## src/rtl/shreg_piso.sv

```systemverilog
`timescale 1ns/1ps
module shreg_piso #(
  parameter int N          = 8,
  parameter bit ASYNC_LOAD = 1'b0
) (
  input  logic         clk,
  input  logic         load_sel,
  input  logic         ser_in,
  input  logic [N-1:0] par_in,
  output logic         tap_n2,
  output logic         tap_n1,
  output logic         tap_n
);
  localparam int TOP = N - 1;

  logic [TOP:0] cur;

  generate
    if (ASYNC_LOAD == 1'b0) begin : g_sync
      logic [TOP:0] sh;
      always_ff @(posedge clk)
        sh <= load_sel ? par_in : {sh[TOP-1:0], ser_in};
      assign cur = sh;

      a_r1_sync_load: assert property (@(posedge clk)
        load_sel |=> cur == $past(par_in));
      a_r3_shift: assert property (@(posedge clk)
        !load_sel |=> cur == {$past(cur[TOP-1:0]), $past(ser_in)});
      a_r3_stage1: assert property (@(posedge clk)
        !load_sel |=> cur[0] == $past(ser_in));
    end else begin : g_async
      logic [TOP:0] sh;
      logic [TOP:0] lat;
      logic         from_lat;

      always_latch
        if (load_sel) lat = par_in;

      always_ff @(posedge clk or posedge load_sel)
        if (load_sel) from_lat <= 1'b1;
        else          from_lat <= 1'b0;

      always_ff @(posedge clk)
        if (!load_sel) sh <= {cur[TOP-1:0], ser_in};

      assign cur = from_lat ? lat : sh;

      a_r5_follow: assert property (@(posedge clk)
        load_sel |-> cur == par_in);
      a_r6_no_shift: assert property (@(posedge clk)
        load_sel && $past(load_sel) |-> cur == $past(par_in) || cur == par_in);
    end
  endgenerate

  assign tap_n  = cur[TOP];
  assign tap_n1 = cur[TOP-1];
  assign tap_n2 = cur[TOP-2];
endmodule

```

## config.mk

```make
export PLATFORM = sky130hd
export DESIGN_NAME = shreg_piso
export DESIGN_NICKNAME = d
export VERILOG_FILES = /design/src/rtl/shreg_piso.sv
export SDC_FILE = /design/constraint.sdc
export NUM_CORES = 1
export LEC_CHECK = 0
export BUFFER_PORTS_ARGS = -buffer_cell sky130_fd_sc_hd__buf_2
export CAP_MARGIN = 20
export CORE_AREA = 3 3 40 42
export CTS_CLUSTER_SIZE = 30
export DETAILED_ROUTE_END_ITERATION = 6
export DIE_AREA = 0 0 43 45
export GPL_TIMING_DRIVEN = 1
export PLACE_DENSITY = 0.56
export SLEW_MARGIN = 25
export SYNTH_ARGS = -nofsm -noshare
export SYNTH_HDL_FRONTEND = slang
export SYNTH_SLANG_ARGS = --single-unit
```

## constraint.sdc

```tcl
create_clock -name clk -period 0.85 [get_ports clk]
set_clock_uncertainty 0.15 [all_clocks]
set_input_delay 0.2125 -clock clk [delete_from_list [all_inputs] [get_ports clk]]
set_output_delay 0.2125 -clock clk [all_outputs]
set_load 0.05 [all_outputs]
```

# Word-level counts from Yosys, hierarchy flattened
# Cells that the tools add are included.
# totals
ff_bits,8
latch_bits,0
ramBits,0
rom_bits,0
in_bits,11
out_inout_bits,3
wordCells,2
memories,0
# classes
add_sub_neg,0
n_mul,0
n_div,0
n_lt_le_gt_ge,0
n_eq_ne,0
n_shift,0
mux,1
bitwise,0
n_reduce_logical,0
# ops
cell,n
8-bit 2-to-1 mux,1

# Longest topological paths before layout
# Gate-level depths: netlist (run 1).
# logic_depth
word_depth,1
depth_mapped,2
ltp_nobuf,1

# Worst setup path before layout (run 1)
# No wires, ideal clock.
# synth_timing
kind,register to register
from,"register g_sync.sh[5], in the netlist cur[5]"
to,"register g_sync.sh[6], in the netlist cur[6]"
setup_ps,121
t_arrival_ps,778
required_time_ps,579
setup_slack_ps,-199
stages_incl_launch_ff,2
path_buffers,0
synth_period_minus_slack_ps,1049
cell_sequence,dfxtp_1 mux2_4
# synth_via
elab_chain_len,1
# synth_rtl
element,line,text
start: declaration,20,logic [TOP:0] sh;
start signal: assignment,22,"sh <= load_sel ? par_in : {sh[TOP-1:0], ser_in};"
8-bit 2-to-1 mux,22,
# No other way between the ends.

# Worst setup path after layout (run 1)
# layout_timing
from,"register g_sync.sh[6], in the netlist cur[6]"
to,output port tap_n1
# layout_rtl
element,line,text
end: declaration,11,"output logic tap_n1,"
# No word-level cell between the ends.

==> results.txt, run 1 <==
* Overall routing resource usage: 0.0652
- In this run the register-to-register setup slack is -120 ps.
- Compared with the post-synthesis result, the final layout area differs by 48.9%.
- In this run the number of H-tree levels came out at 1.
- Fin cells: between 40 and 50
* Fin crit period: approximately 1100 ps
* Worst-skew pair later-pin latency: roughly 260 ps
- Net switching share of the total power: 0.244
* Fill cell total of the finished layout: between 100 and 150
- The netlist uses 3 different library cells.
- Hold path startpoint: par_in[4]
- Wire segments on met3 add up to approximately 89 um in the final route.
* Top routing layer used: met3
- Peak VDD IR: 894 uV
* Initial DRT Pass Iterations: 2
- In the layout the commonest cells are sky130_fd_sc_hd__buf_2, sky130_fd_sc_hd__mux2_4, sky130_fd_sc_hd__dfxtp_1.
- Vias in the first global route: roughly 190
* Post-route ant nets: 0
* Power Density: between 2000 and 2500 mW/mm2
- Synthesized net count: 28
- Cell area after synthesis: approximately 290 um2
* Total die area: a little under 0.002 mm2
- The die is about 45 um tall.
- Site Rows: 13
- Root Buffer Master: sky130_fd_sc_hd__clkbuf_4
- Type of the tightest min-delay check: primary input to register
- Status: finished, violations left
* Crit Path Category: register to primary output
- The first global-routing pass estimated between 800 and 900 um of wire.
* Max-cap viol count: 0
- TritonCTS built the clock tree.
* Worst slew margin relative to its limit: 0.830
- Crit-path leading delay family: flip-flops
- Synthesis handed over a netlist of 17 instances.
* Crit. End Element: primary output
* Sequential fraction of design power: 0.463
- Total power: 939 uW
- Slowest stage cell, crit path: sky130_fd_sc_hd__dfxtp_4
- CTS Buf Count: 3
- Worst setup path startpoint: cur[6]
* Met1 layer wirelength in the final routing: 205 um
* Dpl cells: 44
* Pin count of the biggest net entering global routing: 9
- The total overflow left after global routing is 0.
- Worst-case setup slack after placement: -207 ps
- Violated checks: negative setup slack
- The worst register-to-register path begins at cur[5].
* Count of state elements after synthesis: 8
* Final setup vio count: 5
- The core region is approximately 0.0013 mm2.
* Per-instance average area after synthesis: ~17 um2
- Fin. Hold Viols: 0
- Derived from the worst setup path, the maximum achievable clock frequency is ~900 MHz.
- Number of buffers inserted by port buffering: 13
* Total via count in the routed design: just under 200
- Quantity of hold-fixing buffers added after cts: 0
- Number of pins with negative max-slew slack in the final report: 0
- Post-layout worst setup margin: -259 ps
- The initial antenna violation count came to 0.
* Worst path max stage delay: 350 ps
- Summed over all nets, the switching power comes to about 230 uW.
- Relative contribution of combinational cells to total power: 0.209
- P_int: slightly above 700 uW
- Measured along the x axis, the die boundary spans 43 um.
* CP cell instances: buf_8
- Post-Route Utilization: 0.338
- The number of antenna diodes in the final layout is 0.
- The register with the most flip-flops in the layout has 8 of them.
* Yosys warns: 0
- In the routed design, unresolved DRC markers number 0.
- Sum of routed wire length over all layers: 498 um
* Sequential-to-total area share from yosys stat: 0.549
* Boundary pin count: 14
* Post-route clock period utilization: 1.30
- The share of total power dissipated in the clock network is 0.328.
* Avg WL per Cell: between 10 and 15 um
- At the worst endpoint, the required time is slightly below 500 ps.
- Starting DRT DRC Count: 4
- Leaving out fill and tap cells, the most frequent cell in the layout is sky130_fd_sc_hd__buf_2.
- No sink is reached through more buffers than the 2 on the longest clock path.
* Unrepaired setup endpoints after global routing: true
* Launching element type of the critical path: register
- The clock drives 8 sinks.
- Clock slew seen by the registers of the worst setup and hold paths: 60 ps
* Critical-path maximum fanout: 2
- Wire segments on met2 add up to between 200 and 250 um in the final route.
- At the end of the flow, the number of nets in the layout was 46.
- Last weighted congestion value of the routability-driven placer: just under 0.8
- For the pin with the worst max-slew slack, the measured transition is between 200 and 300 ps.
* Signal arrival time at the worst endpoint: 750 ps
* Fraction of layout cells with a size suffix above 1: 0.824
- The initial utilization of the core area, before any placement, comes to 0.227.
- Dividing the detail-routed via count by the number of cells gives 4.02.
* Static power due to leakage: about 0.21 nW
* Combined buffer and inverter count along the critical path: 1
layout make-up:
class / instances / area, um2 / share of cell area
clock buffers: 4 / 26.3 / 0.0605
repair buffers: 14 / 103 / 0.236
flip-flops and latches: 8 / 166 / 0.383
well taps: 15 / 18.8 / 0.0432
multi-input cells: 8 / 120 / 0.277
synth_stat cells:
cell                      instances  share of area
sky130_fd_sc_hd__dfxtp_1          8           0.55
sky130_fd_sc_hd__mux2_4           8           0.41
sky130_fd_sc_hd__buf_6            1          0.039
cells by family (layout without fill, tap and decap cells):
kind of cell           after synthesis  count (layout)  share of synthesized area
multiplexers                         8               8                      0.412
flip-flops                           8               8                      0.549
buffers and inverters                1              18                     0.0386
per-layer routing:
metal | vias to the layer above | track usage
met5 | - | 0
met1 | 91 | 0.0659
met4 | 0 | 0.0181
met3 | 0 | 0.0797
li1 | 91 | -
met2 | 15 | 0.0838
timing repair:
action                     in CTS  in global routing
buffers inserted                1                  0
setup endpoints to repair       4                  5
gates resized for setup         9                  0
power by group through the flow:
stage	sequential (mW)	clock [mW]	combinational, mW
after floorplan	0.488	0	0.0758
after global placement	0.434	0	0.159
after detailed placement	0.437	0	0.161
after CTS	0.436	0.328	0.198
after global routing	0.438	0.337	0.205
final	0.435	0.309	0.196
stage by stage:
step	instance area, um2	hold WS (ps)	TNS, ps
final	434	28.6	-892
after floorplan	307	205	-358
after detailed placement	370	293	-1860
after CTS	434	19.4	-935
after global placement	370	290	-1640
after global routing	434	27.7	-993
final timing paths:
path,endpoint,cells after the start
worst min-delay path,cur[4],2
worst min register to register,cur[4],1
worst max-delay path,tap_n1,1
worst max register to register,cur[6],2
No activity file was read; power rests on OpenSTA's default activity.
==> run 2: changes to the inputs <==
MAX_ROUTING_LAYER = met4   (was unset)
==> results.txt, run 2 (synthesis results as in run 1) <==
- Leaving out fill and tap cells, the most frequent cell in the layout is sky130_fd_sc_hd__buf_2.
- Post-route ant nets: 0
- Clk sinks: 8
- Boundary pin count: 14
- For this design, the CTS-stage hold fixing added 0 buffers.
* Clock slew seen by the registers of the worst setup and hold paths: roughly 60 ps
- Fin. Hold Viols: 0
- At the end of routability-driven placement, the weighted congestion stood at just under 0.8.
* Post-route DRC violation count: 0
* Post-layout worst setup margin: -259 ps
- Peak VDD IR: about 890 uV
* Number of pins with negative max-slew slack in the final report: 0
- Setup violations remaining at the end of the flow were counted as 5.
* Most used cells in the layout excluding fill and tap cells: sky130_fd_sc_hd__buf_2, sky130_fd_sc_hd__mux2_4, sky130_fd_sc_hd__dfxtp_1
- CP cell instances: buf_8
- Combined buffer and inverter count along the critical path: 1
- On the critical path, the stage with the largest delay is an instance of sky130_fd_sc_hd__dfxtp_4.
- Unrepaired setup endpoints after global routing: true
- After floorplanning, the core was divided into 13 placement rows.
* Max Freq: 901 MHz
* Placed instance area: roughly 370 um2
- Critical-path maximum fanout: 2
- Leaving out filler cells and counting taps, the final layout contains between 40 and 50.
- Sum of routed wire length over all layers: between 400 and 500 um
- Fin crit period: about 1100 ps
* Starting DRT DRC Count: 4
- At the worst endpoint, the required time is between 400 and 500 ps.
- Worst setup slack for register-to-register paths: -120 ps
- Logic depth of the worst register-to-register path: 2
* Antenna cells: 0
- The worst register-to-register path begins at cur[5].
- Max Root-Sink Buffers: 2
- The first global-routing pass estimated approximately 800 um of wire.
- Max-cap viol count: 0
- Static power due to leakage: about 0.21 nW
* Violated checks: negative setup slack
- STA classifies the critical path endpoint as a primary output.
* Layout overhead on the synthesized area: 48.9%
- In the routed layout, each cell is associated on average with a via count of 4.02.
- Of the available clock period, the critical path in the final layout requires 1.31.
- In the global route stage, overall resource usage came out at 0.0672.
* Initial cell density of the core: 0.227
* Worst slew pin tran: approximately 250 ps
- The count of buffers added on input and output ports is 13.
- Chip Width: 43 um
- TritonCTS built the clock tree.
- Worst-skew pair later-pin latency: between 200 and 300 ps
- The number of global-route vias before repair is 194.
* Fill cell total of the finished layout: roughly 130
- Entering global routing, the biggest net connects 9 pins.
- In the final layout, the share of cells above drive strength 1 is 0.824.
- Avg WL per Cell: slightly above 10 um
- Residual overflow from global routing: 0
* Total die area: just under 0.002 mm2
* Initial DRT Pass Iterations: 2
- Worst path max stage delay: around 350 ps
- The critical path is of the register to primary output type.
- Total via count in the routed design: between 150 and 200
- Power comes to roughly 940 uW.
- The worst hold path belongs to the class primary input to register.
- In this run the clock root is driven by a sky130_fd_sc_hd__clkbuf_4.
- Status: finished, violations left
- For the worst setup path, the data arrival time is ~750 ps.
* Endpoint of the lowest-slack register-to-register path: cur[6]
* Count of nets after finishing: 46
- In this run the number of H-tree levels came out at 1.
- Hold path startpoint: par_in[4]
* Dpl cells: 44
- CTS Buf Count: 3
- The finished cells cover between 400 and 500 um2.
* Worst slew margin relative to its limit: 0.830
- Vertical die dimension: around 45 um
* Crit-path leading delay family: flip-flops
- The worst hold path terminates at cur[4].
- The register with the most flip-flops in the layout has 8 of them.
* Power Density: between 2000 and 2500 mW/mm2
- Along the worst hold path, the cell count comes to 2.
- The core region is ~0.0013 mm2.
* Launching element type of the critical path: register
- The initial antenna violation count is 0.
## run 2: power breakdown
group	switching (mW)	leakage (nW)	total (mW)	internal, mW
Sequential	0.0182	0.0679	0.435	0.417
Clock	0.129	0.0150	0.309	0.180
Combinational	0.0822	0.132	0.196	0.114
## run 2: what timing repair did
item	CTS	global route
setup endpoints to repair	4	5
gates resized for setup	9	0
buffers inserted	1	0
## run 2: how the worst max path moves through the flow
stage	depth (start not counted)	endpoint	start
6_report	1	tap_n1	cur[6]
3_3_place_gp	2	cur[2]	load_sel
2_1_floorplan	1	cur[6]	cur[5]
4_1_cts	1	tap_n1	cur[6]
5_1_grt	1	tap_n1	cur[6]
3_5_place_dp	2	cur[3]	load_sel
## run 2: through the flow
step	hold WS [ps]	util	worst slack [ps]	setup TNS (ps)
after floorplan	205	-	-89.5	-358
after global placement	290	0.288	-181	-1640
after detailed placement	293	0.288	-207	-1860
after CTS	19.4	0.338	-273	-935
after global routing	27.7	0.338	-284	-993
final	28.5	0.338	-259	-893
## run 2: layout make-up
| class | count | area (um2) | area share |
|---|---|---|---|
| Sequential cell | 8 | 166 | 0.383 |
| Tap cell | 15 | 18.8 | 0.0432 |
| Clock buffer | 4 | 26.3 | 0.0605 |
| Timing Repair Buffer | 14 | 103 | 0.236 |
| Multi-Input combinational cell | 8 | 120 | 0.277 |
## run 2: metal layers
| layer | GRT usage | vias up | share of wire | wire length, um |
|---|---|---|---|---|
| met5 | - | - | 0 | 0 |
| met4 | 0.0181 | 0 | 0 | 0 |
| met3 | 0.0717 | 0 | 0.15 | 76 |
| met2 | 0.0838 | 15 | 0.41 | 202 |
| met1 | 0.0707 | 91 | 0.44 | 219 |
| li1 | - | 91 | - | - |
